==> src/rtl/twi_pkg.sv <==
package twi_pkg;

    typedef enum logic [2:0] {
        ST_IDLE,
        ST_ADDR,
        ST_PTR,
        ST_WDATA,
        ST_SACK,
        ST_RDATA,
        ST_MACK
    } twi_state_e;

    // Byte-level engine context
    typedef struct packed {
        twi_state_e state;
        twi_state_e after;   // state entered once the slave ACK ends
        logic [3:0] bitcnt;
        logic [7:0] shreg;
        logic [7:0] ptr;
        logic       sda_oe;
        logic       nack;
    } twi_ctx_t;

    // Synchroniser and edge history for both lines
    typedef struct packed {
        logic scl_m;
        logic scl_s;
        logic scl_p;
        logic sda_m;
        logic sda_s;
        logic sda_p;
    } twi_sync_t;

endpackage

==> src/rtl/twi_line_sync.sv <==
module twi_line_sync
    import twi_pkg::*;
(
    input  logic clk,
    input  logic rst_n,
    input  logic scl_i,
    input  logic sda_i,
    output logic scl_s,
    output logic sda_s,
    output logic scl_rise,
    output logic scl_fall,
    output logic start_det,
    output logic stop_det
);

    twi_sync_t sync_d, sync_q;

    always_comb begin
        sync_d.scl_m = scl_i;
        sync_d.scl_s = sync_q.scl_m;
        sync_d.scl_p = sync_q.scl_s;
        sync_d.sda_m = sda_i;
        sync_d.sda_s = sync_q.sda_m;
        sync_d.sda_p = sync_q.sda_s;
    end

    always_ff @(posedge clk) begin
        if (!rst_n) sync_q <= '1;   // idle bus is high
        else        sync_q <= sync_d;
    end

    assign scl_s     = sync_q.scl_s;
    assign sda_s     = sync_q.sda_s;
    assign scl_rise  =  sync_q.scl_s & ~sync_q.scl_p;
    assign scl_fall  = ~sync_q.scl_s &  sync_q.scl_p;
    assign start_det =  sync_q.scl_s & sync_q.scl_p &  sync_q.sda_p & ~sync_q.sda_s;
    assign stop_det  =  sync_q.scl_s & sync_q.scl_p & ~sync_q.sda_p &  sync_q.sda_s;

endmodule

==> src/rtl/twi_reg_bank.sv <==
module twi_reg_bank #(
    parameter int NUM_REGS   = 10,
    parameter int CLOCK_REGS = 7
) (
    input  logic       clk,
    input  logic       rst_n,
    input  logic       pwr_fail,
    input  logic       wr_en,
    input  logic [7:0] wr_addr,
    input  logic [7:0] wr_data,
    input  logic [7:0] rd_addr,
    output logic [7:0] rd_data
);

    localparam int FLAG_IDX = NUM_REGS - 1;
    localparam int IDX_W    = $clog2(NUM_REGS);

    logic [NUM_REGS-1:0][7:0] bank;

    for (genvar g = 0; g < NUM_REGS; g++) begin : g_reg
        localparam logic [7:0] RST_VAL  = (g == FLAG_IDX) ? 8'h80 : 8'h00;
        localparam bit         LOCKABLE = (g < CLOCK_REGS);
        logic [7:0] reg_d, reg_q;

        always_comb begin
            reg_d = reg_q;
            if (wr_en && wr_addr == 8'(g) && !(LOCKABLE && pwr_fail)) begin
                reg_d = (g == FLAG_IDX) ? {wr_data[7], 7'b0} : wr_data;
            end
        end

        always_ff @(posedge clk) begin
            if (!rst_n) reg_q <= RST_VAL;
            else        reg_q <= reg_d;
        end

        assign bank[g] = reg_q;
    end

    always_comb begin
        if (rd_addr >= 8'(NUM_REGS))
            rd_data = 8'h00;
        else if (pwr_fail && rd_addr < 8'(CLOCK_REGS))
            rd_data = 8'hFF;
        else
            rd_data = bank[rd_addr[IDX_W-1:0]];
    end

endmodule

==> src/rtl/twi_regbank_slave.sv <==
module twi_regbank_slave
    import twi_pkg::*;
#(
    parameter logic [6:0] DEV_ADDR   = 7'h68,
    parameter int         NUM_REGS   = 10,
    parameter int         CLOCK_REGS = 7
) (
    input  logic clk,
    input  logic rst_n,
    input  logic scl_i,
    input  logic sda_i,
    input  logic pwr_fail_i,
    output logic sda_oe_o
);

    logic scl_s, sda_s, scl_rise, scl_fall, start_det, stop_det;
    logic       wr_en;
    logic [7:0] wr_addr, wr_data, rd_addr, rd_data, cur_ptr;

    twi_ctx_t ctx_d, ctx_q;

    twi_line_sync u_sync (
        .clk       (clk),
        .rst_n     (rst_n),
        .scl_i     (scl_i),
        .sda_i     (sda_i),
        .scl_s     (scl_s),
        .sda_s     (sda_s),
        .scl_rise  (scl_rise),
        .scl_fall  (scl_fall),
        .start_det (start_det),
        .stop_det  (stop_det)
    );

    twi_reg_bank #(
        .NUM_REGS   (NUM_REGS),
        .CLOCK_REGS (CLOCK_REGS)
    ) u_bank (
        .clk      (clk),
        .rst_n    (rst_n),
        .pwr_fail (pwr_fail_i),
        .wr_en    (wr_en),
        .wr_addr  (wr_addr),
        .wr_data  (wr_data),
        .rd_addr  (rd_addr),
        .rd_data  (rd_data)
    );

    function automatic logic [7:0] ptr_step(input logic [7:0] p);
        return (p == 8'(NUM_REGS - 1)) ? 8'd0 : p + 8'd1;
    endfunction

    always_comb begin
        ctx_d   = ctx_q;
        wr_en   = 1'b0;
        wr_addr = ctx_q.ptr;
        wr_data = ctx_q.shreg;
        rd_addr = ctx_q.ptr;

        if (stop_det) begin
            ctx_d.state  = ST_IDLE;
            ctx_d.sda_oe = 1'b0;
        end else if (start_det) begin
            ctx_d.state  = ST_ADDR;
            ctx_d.bitcnt = '0;
            ctx_d.sda_oe = 1'b0;
        end else begin
            unique case (ctx_q.state)
                ST_ADDR, ST_PTR, ST_WDATA: begin
                    if (scl_rise) begin
                        ctx_d.shreg  = {ctx_q.shreg[6:0], sda_s};
                        ctx_d.bitcnt = ctx_q.bitcnt + 4'd1;
                    end else if (scl_fall && ctx_q.bitcnt == 4'd8) begin
                        ctx_d.bitcnt = '0;
                        ctx_d.state  = ST_SACK;
                        ctx_d.sda_oe = 1'b1;
                        ctx_d.after  = ST_WDATA;
                        if (ctx_q.state == ST_ADDR) begin
                            if (ctx_q.shreg[7:1] == DEV_ADDR) begin
                                ctx_d.after = ctx_q.shreg[0] ? ST_RDATA : ST_PTR;
                            end else begin
                                ctx_d.state  = ST_IDLE;
                                ctx_d.sda_oe = 1'b0;
                            end
                        end else if (ctx_q.state == ST_PTR) begin
                            ctx_d.ptr = (ctx_q.shreg < 8'(NUM_REGS)) ? ctx_q.shreg : 8'd0;
                        end else begin
                            wr_en     = 1'b1;
                            ctx_d.ptr = ptr_step(ctx_q.ptr);
                        end
                    end
                end
                ST_SACK: begin
                    if (scl_fall) begin
                        ctx_d.state  = ctx_q.after;
                        ctx_d.bitcnt = '0;
                        ctx_d.sda_oe = 1'b0;
                        if (ctx_q.after == ST_RDATA) begin
                            ctx_d.shreg  = rd_data;
                            ctx_d.sda_oe = ~rd_data[7];
                        end
                    end
                end
                ST_RDATA: begin
                    if (scl_fall) begin
                        if (ctx_q.bitcnt == 4'd7) begin
                            ctx_d.sda_oe = 1'b0;
                            ctx_d.state  = ST_MACK;
                            ctx_d.ptr    = ptr_step(ctx_q.ptr);
                        end else begin
                            ctx_d.shreg  = {ctx_q.shreg[6:0], 1'b0};
                            ctx_d.sda_oe = ~ctx_q.shreg[6];
                            ctx_d.bitcnt = ctx_q.bitcnt + 4'd1;
                        end
                    end
                end
                ST_MACK: begin
                    if (scl_rise) begin
                        ctx_d.nack = sda_s;
                    end else if (scl_fall) begin
                        if (ctx_q.nack) begin
                            ctx_d.state = ST_IDLE;
                        end else begin
                            ctx_d.state  = ST_RDATA;
                            ctx_d.bitcnt = '0;
                            ctx_d.shreg  = rd_data;
                            ctx_d.sda_oe = ~rd_data[7];
                        end
                    end
                end
                default: ;
            endcase
        end
    end

    always_ff @(posedge clk) begin
        if (!rst_n) begin
            ctx_q       <= '0;
            ctx_q.state <= ST_IDLE;
            ctx_q.after <= ST_IDLE;
        end else begin
            ctx_q <= ctx_d;
        end
    end

    assign sda_oe_o = ctx_q.sda_oe;
    assign cur_ptr  = ctx_q.ptr;

endmodule

==> config.mk <==
export PLATFORM = sky130hd
export DESIGN_NAME = twi_regbank_slave
export DESIGN_NICKNAME = d
export VERILOG_FILES = /design/src/rtl/twi_pkg.sv /design/src/rtl/twi_line_sync.sv /design/src/rtl/twi_reg_bank.sv /design/src/rtl/twi_regbank_slave.sv
export SDC_FILE = /design/constraint.sdc
export NUM_CORES = 1
export LEC_CHECK = 0
export BUFFER_PORTS_ARGS = -buffer_cell sky130_fd_sc_hd__clkbuf_2
export CAP_MARGIN = 40
export CORE_UTILIZATION = 60
export DETAILED_ROUTE_END_ITERATION = 10
export PLACE_DENSITY = 0.76
export SLEW_MARGIN = 15
export SYNTH_ARGS = -nofsm -noshare
export SYNTH_HDL_FRONTEND = slang
export SYNTH_SLANG_ARGS = --single-unit
==> constraint.sdc <==
create_clock -name clk -period 6.6 [get_ports clk]
set_input_delay 1.32 -clock clk [delete_from_list [all_inputs] [get_ports clk]]
set_output_delay 1.32 -clock clk [all_outputs]
set_load 0.005 [all_outputs]
==> Yosys cells after proc, flatten, opt, wreduce, memory -nomap -nowiden <==
Index checks and enable logic that the tools add are counted.
{ "classes": {"addsub": 2, "n_lt_le_gt_ge": 4, "n_eq_ne": 41, "n_mux": 53, "bitwise": 17, "n_reduce_logical": 35} }
{ "op_table": {"columns": ["cell", "count"], "rows": [
  ["$mux W8", 10],
  ["$mux W12", 5],
  ["$pmux W12 S4", 1],
  ["$bmux W8 S4", 1],
  ["$eq A8 B3 Y1 const B", 4],
  ["$reduce_and A8 Y1", 4],
  ["$mux W3", 9],
  ["$ne A3 B3 Y1 const B", 9],
  ["$ne A2 B2 Y1 const B", 12],
  ["$mux W21", 1],
  ["$logic_and A1 B1 Y1", 19],
  ["$mux W9", 2],
  ["$eq A8 B2 Y1 const B", 2],
  ["$eq A8 B4 Y1 const B", 2],
  ["$mux W1", 16],
  ["$pmux W8 S2", 1],
  ["$eq A3 B3 Y1 const B", 4],
  ["$mux W6", 2],
  ["$pmux W3 S4", 1],
  ["$reduce_and A11 Y1", 1],
  ["$mux W10", 1],
  ["$not A1 Y1", 10],
  ["$reduce_and A9 Y1", 1],
  ["$add A8 B1 Y8 const B", 1],
  ["other kinds (24)", 33]
]} }
{ "totals": {"regBits": 107, "in_bits": 5} }

==> Depth between registers and ports, before layout <==
{ "logic_depth": {"word_depth": 10, "depth_mapped": 10, "depth_no_buf": 7} }

==> Hierarchy <==
A second synthesis with hierarchy kept.
{ "unflattened": {"hier_cells": 570, "area_unflattened_um2": 5664.2} }
{ "modules_own_cells": {"columns": ["module", "n_inst", "cells_each", "area_each_um2"], "rows": [
  ["twi_reg_bank", 1, 329, 3669.8],
  ["twi_regbank_slave", 1, 225, 1804.2],
  ["twi_line_sync", 1, 16, 190.2]
]} }

==> Least setup slack after synthesis <==
OpenSTA, ideal clock, no wires.
{ "synth_path": {"kind": "in2reg", "startpoint": "input rst_n", "endpoint": "register ctx_q (netlist bit cur_ptr[2])", "arrival_ps": 2262, "required_ps": 6540, "slack_ps": 4278, "cell_stages": 5, "path_cell_list": "clkbuf_1 -> clkbuf_1 -> clkbuf_1 -> o211ai_1 -> nand2_1"} }
{ "synth_lines": {"columns": ["element", "line", "text"], "rows": [
  ["start, declared", "twi_regbank_slave.sv:9", "input logic rst_n,"],
  ["end signal, assigned", "twi_regbank_slave.sv:142", "ctx_q <= ctx_d;"],
  ["end, declared", "twi_regbank_slave.sv:20", "twi_ctx_t ctx_d, ctx_q;"]
]} }

==> Worst setup path after layout <==
{ "layout_path": {"startpoint": "register ctx_q[25] (netlist name)", "endpoint": "register u_bank.g_reg[3].reg_q[2]"} }
{ "layout_via": {"elab_chain_cells": 10, "word_cells_on_any_way": 13, "cone_classes": "eq/ne (3); mux (7); reduce/logical (3)"} }
{ "layout_rtl": {"columns": ["element", "line", "text"], "rows": [
  ["$eq A3 B2 Y1", "twi_regbank_slave.sv:68, twi_regbank_slave.sv:85", null],
  ["$mux W1", "twi_regbank_slave.sv:85", "end else if (ctx_q.state == ST_PTR) begin"],
  ["$mux W1", "twi_regbank_slave.sv:78", "if (ctx_q.state == ST_ADDR) begin"],
  ["$mux W1", "twi_regbank_slave.sv:73", "end else if (scl_fall && ctx_q.bitcnt == 4'd8) begin"],
  ["$mux W1", "twi_regbank_slave.sv:70", "if (scl_rise) begin"],
  ["$mux W1 (*)", "twi_regbank_slave.sv:68", "unique case (ctx_q.state)"],
  ["$mux W1 (*)", "twi_regbank_slave.sv:63", "end else if (start_det) begin"],
  ["$mux W1 (*)", "twi_regbank_slave.sv:60", "if (stop_det) begin"],
  ["$logic_and A1 B1 Y1 (*) (2 in a row)", "twi_reg_bank.sv:27", "if (wr_en && wr_addr == 8'(g) && !(LOCKABLE && pwr_fail)) begin"],
  ["end signal, assigned", "twi_reg_bank.sv:34", "else reg_q <= reg_d;"],
  ["end, declared", "twi_reg_bank.sv:23", "logic [7:0] reg_d, reg_q;"]
]} }
Every way passes the cells marked *; elsewhere a longest branch is shown, timed or not.
A chain may end at the register's enable or synchronous reset.

==> reports/results.ini <==
[run_status]
status=complete, no violations

[die]
start_util_pct=63.3
rows=34
core_um2=8890
ios=6
dieHeight_um=98.9
dieArea_um2=9770
fp.dieW_um=98.9

[clock_network]
cts_hold_buf=0
insertion_delay_ps=390
cts.path.max_buffers=2
cts_resized=0
cts_max_level=3
cts_root_buffer=clkbuf_8
cts_tree=built
cts_buffers=9
cts_setup_buffers=0
path_clk_slew_ps=110
cts.sinks=107

[routing]
drc_errors=0
first_pass_iters=6
via_per_inst=6.36
route.detailed.wl_per_inst_um=19.0
routed_wl_mm=13.5
via_count=4498
drt.antenna.violating_nets=0
drt_iter0_markers=265

[critical_path]
reg2reg_to=u_bank.g_reg[3].reg_q[2]$_SDFFE_PN0P_
rrSetupSlack_ps=3770
rr_startpoint=ctx_q[25]$_SDFFE_PP0P_
crit_arrival_ps=3120
critPathKind=reg -> reg
required_ps=6890
cp_max_fo=25
start_kind=flip-flop
rr_worst_depth=6
endpoint_kind=flip-flop

[logic_synthesis]
synth_area_per_cell_um2=9.11
yosysWarningCount=0
synth_top_area_share_pct=38.1
synth_seq_cells=107
synth-main-ff-cell=dfxtp_1
synth_top_cell_by_area=dfxtp_1
synth-edff-count=0
netlist_area_um2=5630
async_flop_share_pct=0
syn-instance-count=618
synth-seq-area-share_pct=38.1
yosys-top-cells-area=dfxtp_1, mux2i_1, nor2b_1, nand2_1, mux4_2
yosysUniqueCellTypes=67
syn_nets=629

[timing]
hold_violations=0
skew_ps=8.94
fmax_mhz=353
min_period_ps=2830
worst_pin_slew_ps=748
final-setup-viol-count=0
drv_slew=0
period_share_pct=42.9
grt_setup_unrepaired=no
setup_tns_ps=0
setup_ws_ps=3770
relSlewSlack_pct=49.4

[placed_design]
pre_cts_slack_ps=3660
place.gp.congestion=0.886
hpwlAfterDp_mm=8.94
placed_cells=691
dpl_cell_area_um2=5660
port_buffers=5

[power_and_ir_drop]
p_total_w=0.00113
power_density_nw_per_um2=193
max-vdd-ir-drop_mv=0.125
total_leakage_power_nw=1.85

[layout]
nets=605
stdcell_area_um2=5870
seqCellArea_um2=2140
multiInputGateArea_um2=3250
diodes=0
nFillCells=742
syn_to_final_growth_pct=4.34
final-instance-count-excl-fill=707
drive_above_1_share_pct=10.4

[global_route]
grtUsageTotal_pct=29.2
grt_pass1_wl_mm=22.3
grt_start_max_net_pins=84
antenna_found_initial=0
grt_pass1_vias=4317
gr-total-overflow=0

[worst_hold_path]
hp-start=u_sync.sync_d[4]$_SDFF_PN1_
worstHoldPathCells=1
holdPathEnd=u_sync.scl_s$_SDFF_PN1_
hp-class=reg -> reg

[run]
max_cap_viol_count=0

[cells in the mapped netlist (all sizes together) (3+ instances only)]
master and instances:
mux2i 66, or3 6, nand3 18, nand2 65
clkbuf 28, dfxtp 107, and3 4, a41o 5
buf 21, nand2b 11, mux2 9, ha 6
o22ai 6, nand4 4, nor4bb 6, o211a 3
nor3b 4, mux4 8, nor2 19, and3b 4
a21oi 20, o31ai 3, nand4b 5, a21boi 19
nor3 6, nor2b 62, nor4 3, and4bb 3
o21a 3, a31oi 12, inv 10, o21ai 35
[cell families after synthesis]
family          share of synthesized area [%]
simple gates                             23.6
flops                                    38.1
buf+inv                                  4.67
xor+xnor                                0.156
fa+ha+maj                                1.33
compound gates                           15.4
mux                                      16.7
[worst max-delay path: stages (launching register included)]
cell and delay [ps]:
dfxtp_1 690, and3b_1 330, nand4_4 360, nor4bb_2 810, buf_4 280, mux2i_1 210, nor2b_1 60
[report_power, final]
part           internal, W  switching (W)   total, W  leakage, nW
Sequential        0.000649     0.00000928   0.000658        0.863
Clock             0.000190       0.000238   0.000428        0.101
Combinational    0.0000221      0.0000239  0.0000459        0.883
[metrics by stage]
step / util (%) / hold WS (ps)
after floorplan: - / 386
after global placement: 63.2 / 389
after detailed placement: 63.7 / 398
after CTS: 66.0 / 433
after global routing: 66.0 / 452
final: 66.0 / 427
[layout make-up]
cell class	instances	area share, %
Inverter	10	0.639
Multi-Input combinational cell	452	55.3
Timing Repair Buffer	14	1.66
Clock buffer	10	2.34
Clock inverter	6	1.26
Sequential cell	107	36.5
Tap cell	108	2.30
[placed cells by master (no fill, tap or decap), types with 11 or more instances in the layout]
| cell type | instances |
|---|---|
| a21oi_1 | 19 |
| dfxtp_1 | 107 |
| o21ai_0 | 35 |
| a21boi_0 | 15 |
| mux2i_1 | 66 |
| nand2_1 | 65 |
| nor2b_1 | 62 |
| nand2b_1 | 11 |
| nand3_1 | 18 |
| a31oi_1 | 12 |
| nor2_1 | 19 |
[per-layer routing]
layer	share of wire, %	vias up	GRT usage, %
met4	1.5	0	8.84
met2	46	139	44.5
met5	0	-	0
met3	6.2	24	7.09
met1	46	2173	40.9
li1	-	2162	-
[how the worst max path moves through the flow]
stage | from | to | slack [ps] | depth (start not counted)
after floorplan | rst_n | cur_ptr[2]$_SDFFE_PN0P_ | 4280 | 5
after detailed placement | rst_n | sda_oe_o$_SDFFE_PP0P_ | 3660 | 4
after global placement | pwr_fail_i | u_bank.g_reg[0].reg_q[2]$_SDFFE_PN0P_ | 3600 | 4
after CTS | ctx_q[25]$_SDFFE_PP0P_ | u_bank.g_reg[3].reg_q[2]$_SDFFE_PN0P_ | 3770 | 6
after global routing | ctx_q[25]$_SDFFE_PP0P_ | u_bank.g_reg[3].reg_q[3]$_SDFFE_PN0P_ | 3500 | 6
final | ctx_q[25]$_SDFFE_PP0P_ | u_bank.g_reg[3].reg_q[2]$_SDFFE_PN0P_ | 3770 | 6
[sequential cells by signal (all words and copies together), names as in the netlist]
| name | flops |
|---|---|
| ctx_q | 11 |
| cur_ptr | 8 |
| sda_oe_o | 1 |
| u_bank.g.reg_q | 73 |
| u_sync.scl_s | 1 |
| u_sync.sda_s | 1 |
| u_sync.sync_d | 2 |
| u_sync.sync_q | 2 |
| wr_data | 8 |
No activity file was read; power rests on OpenSTA's default activity.
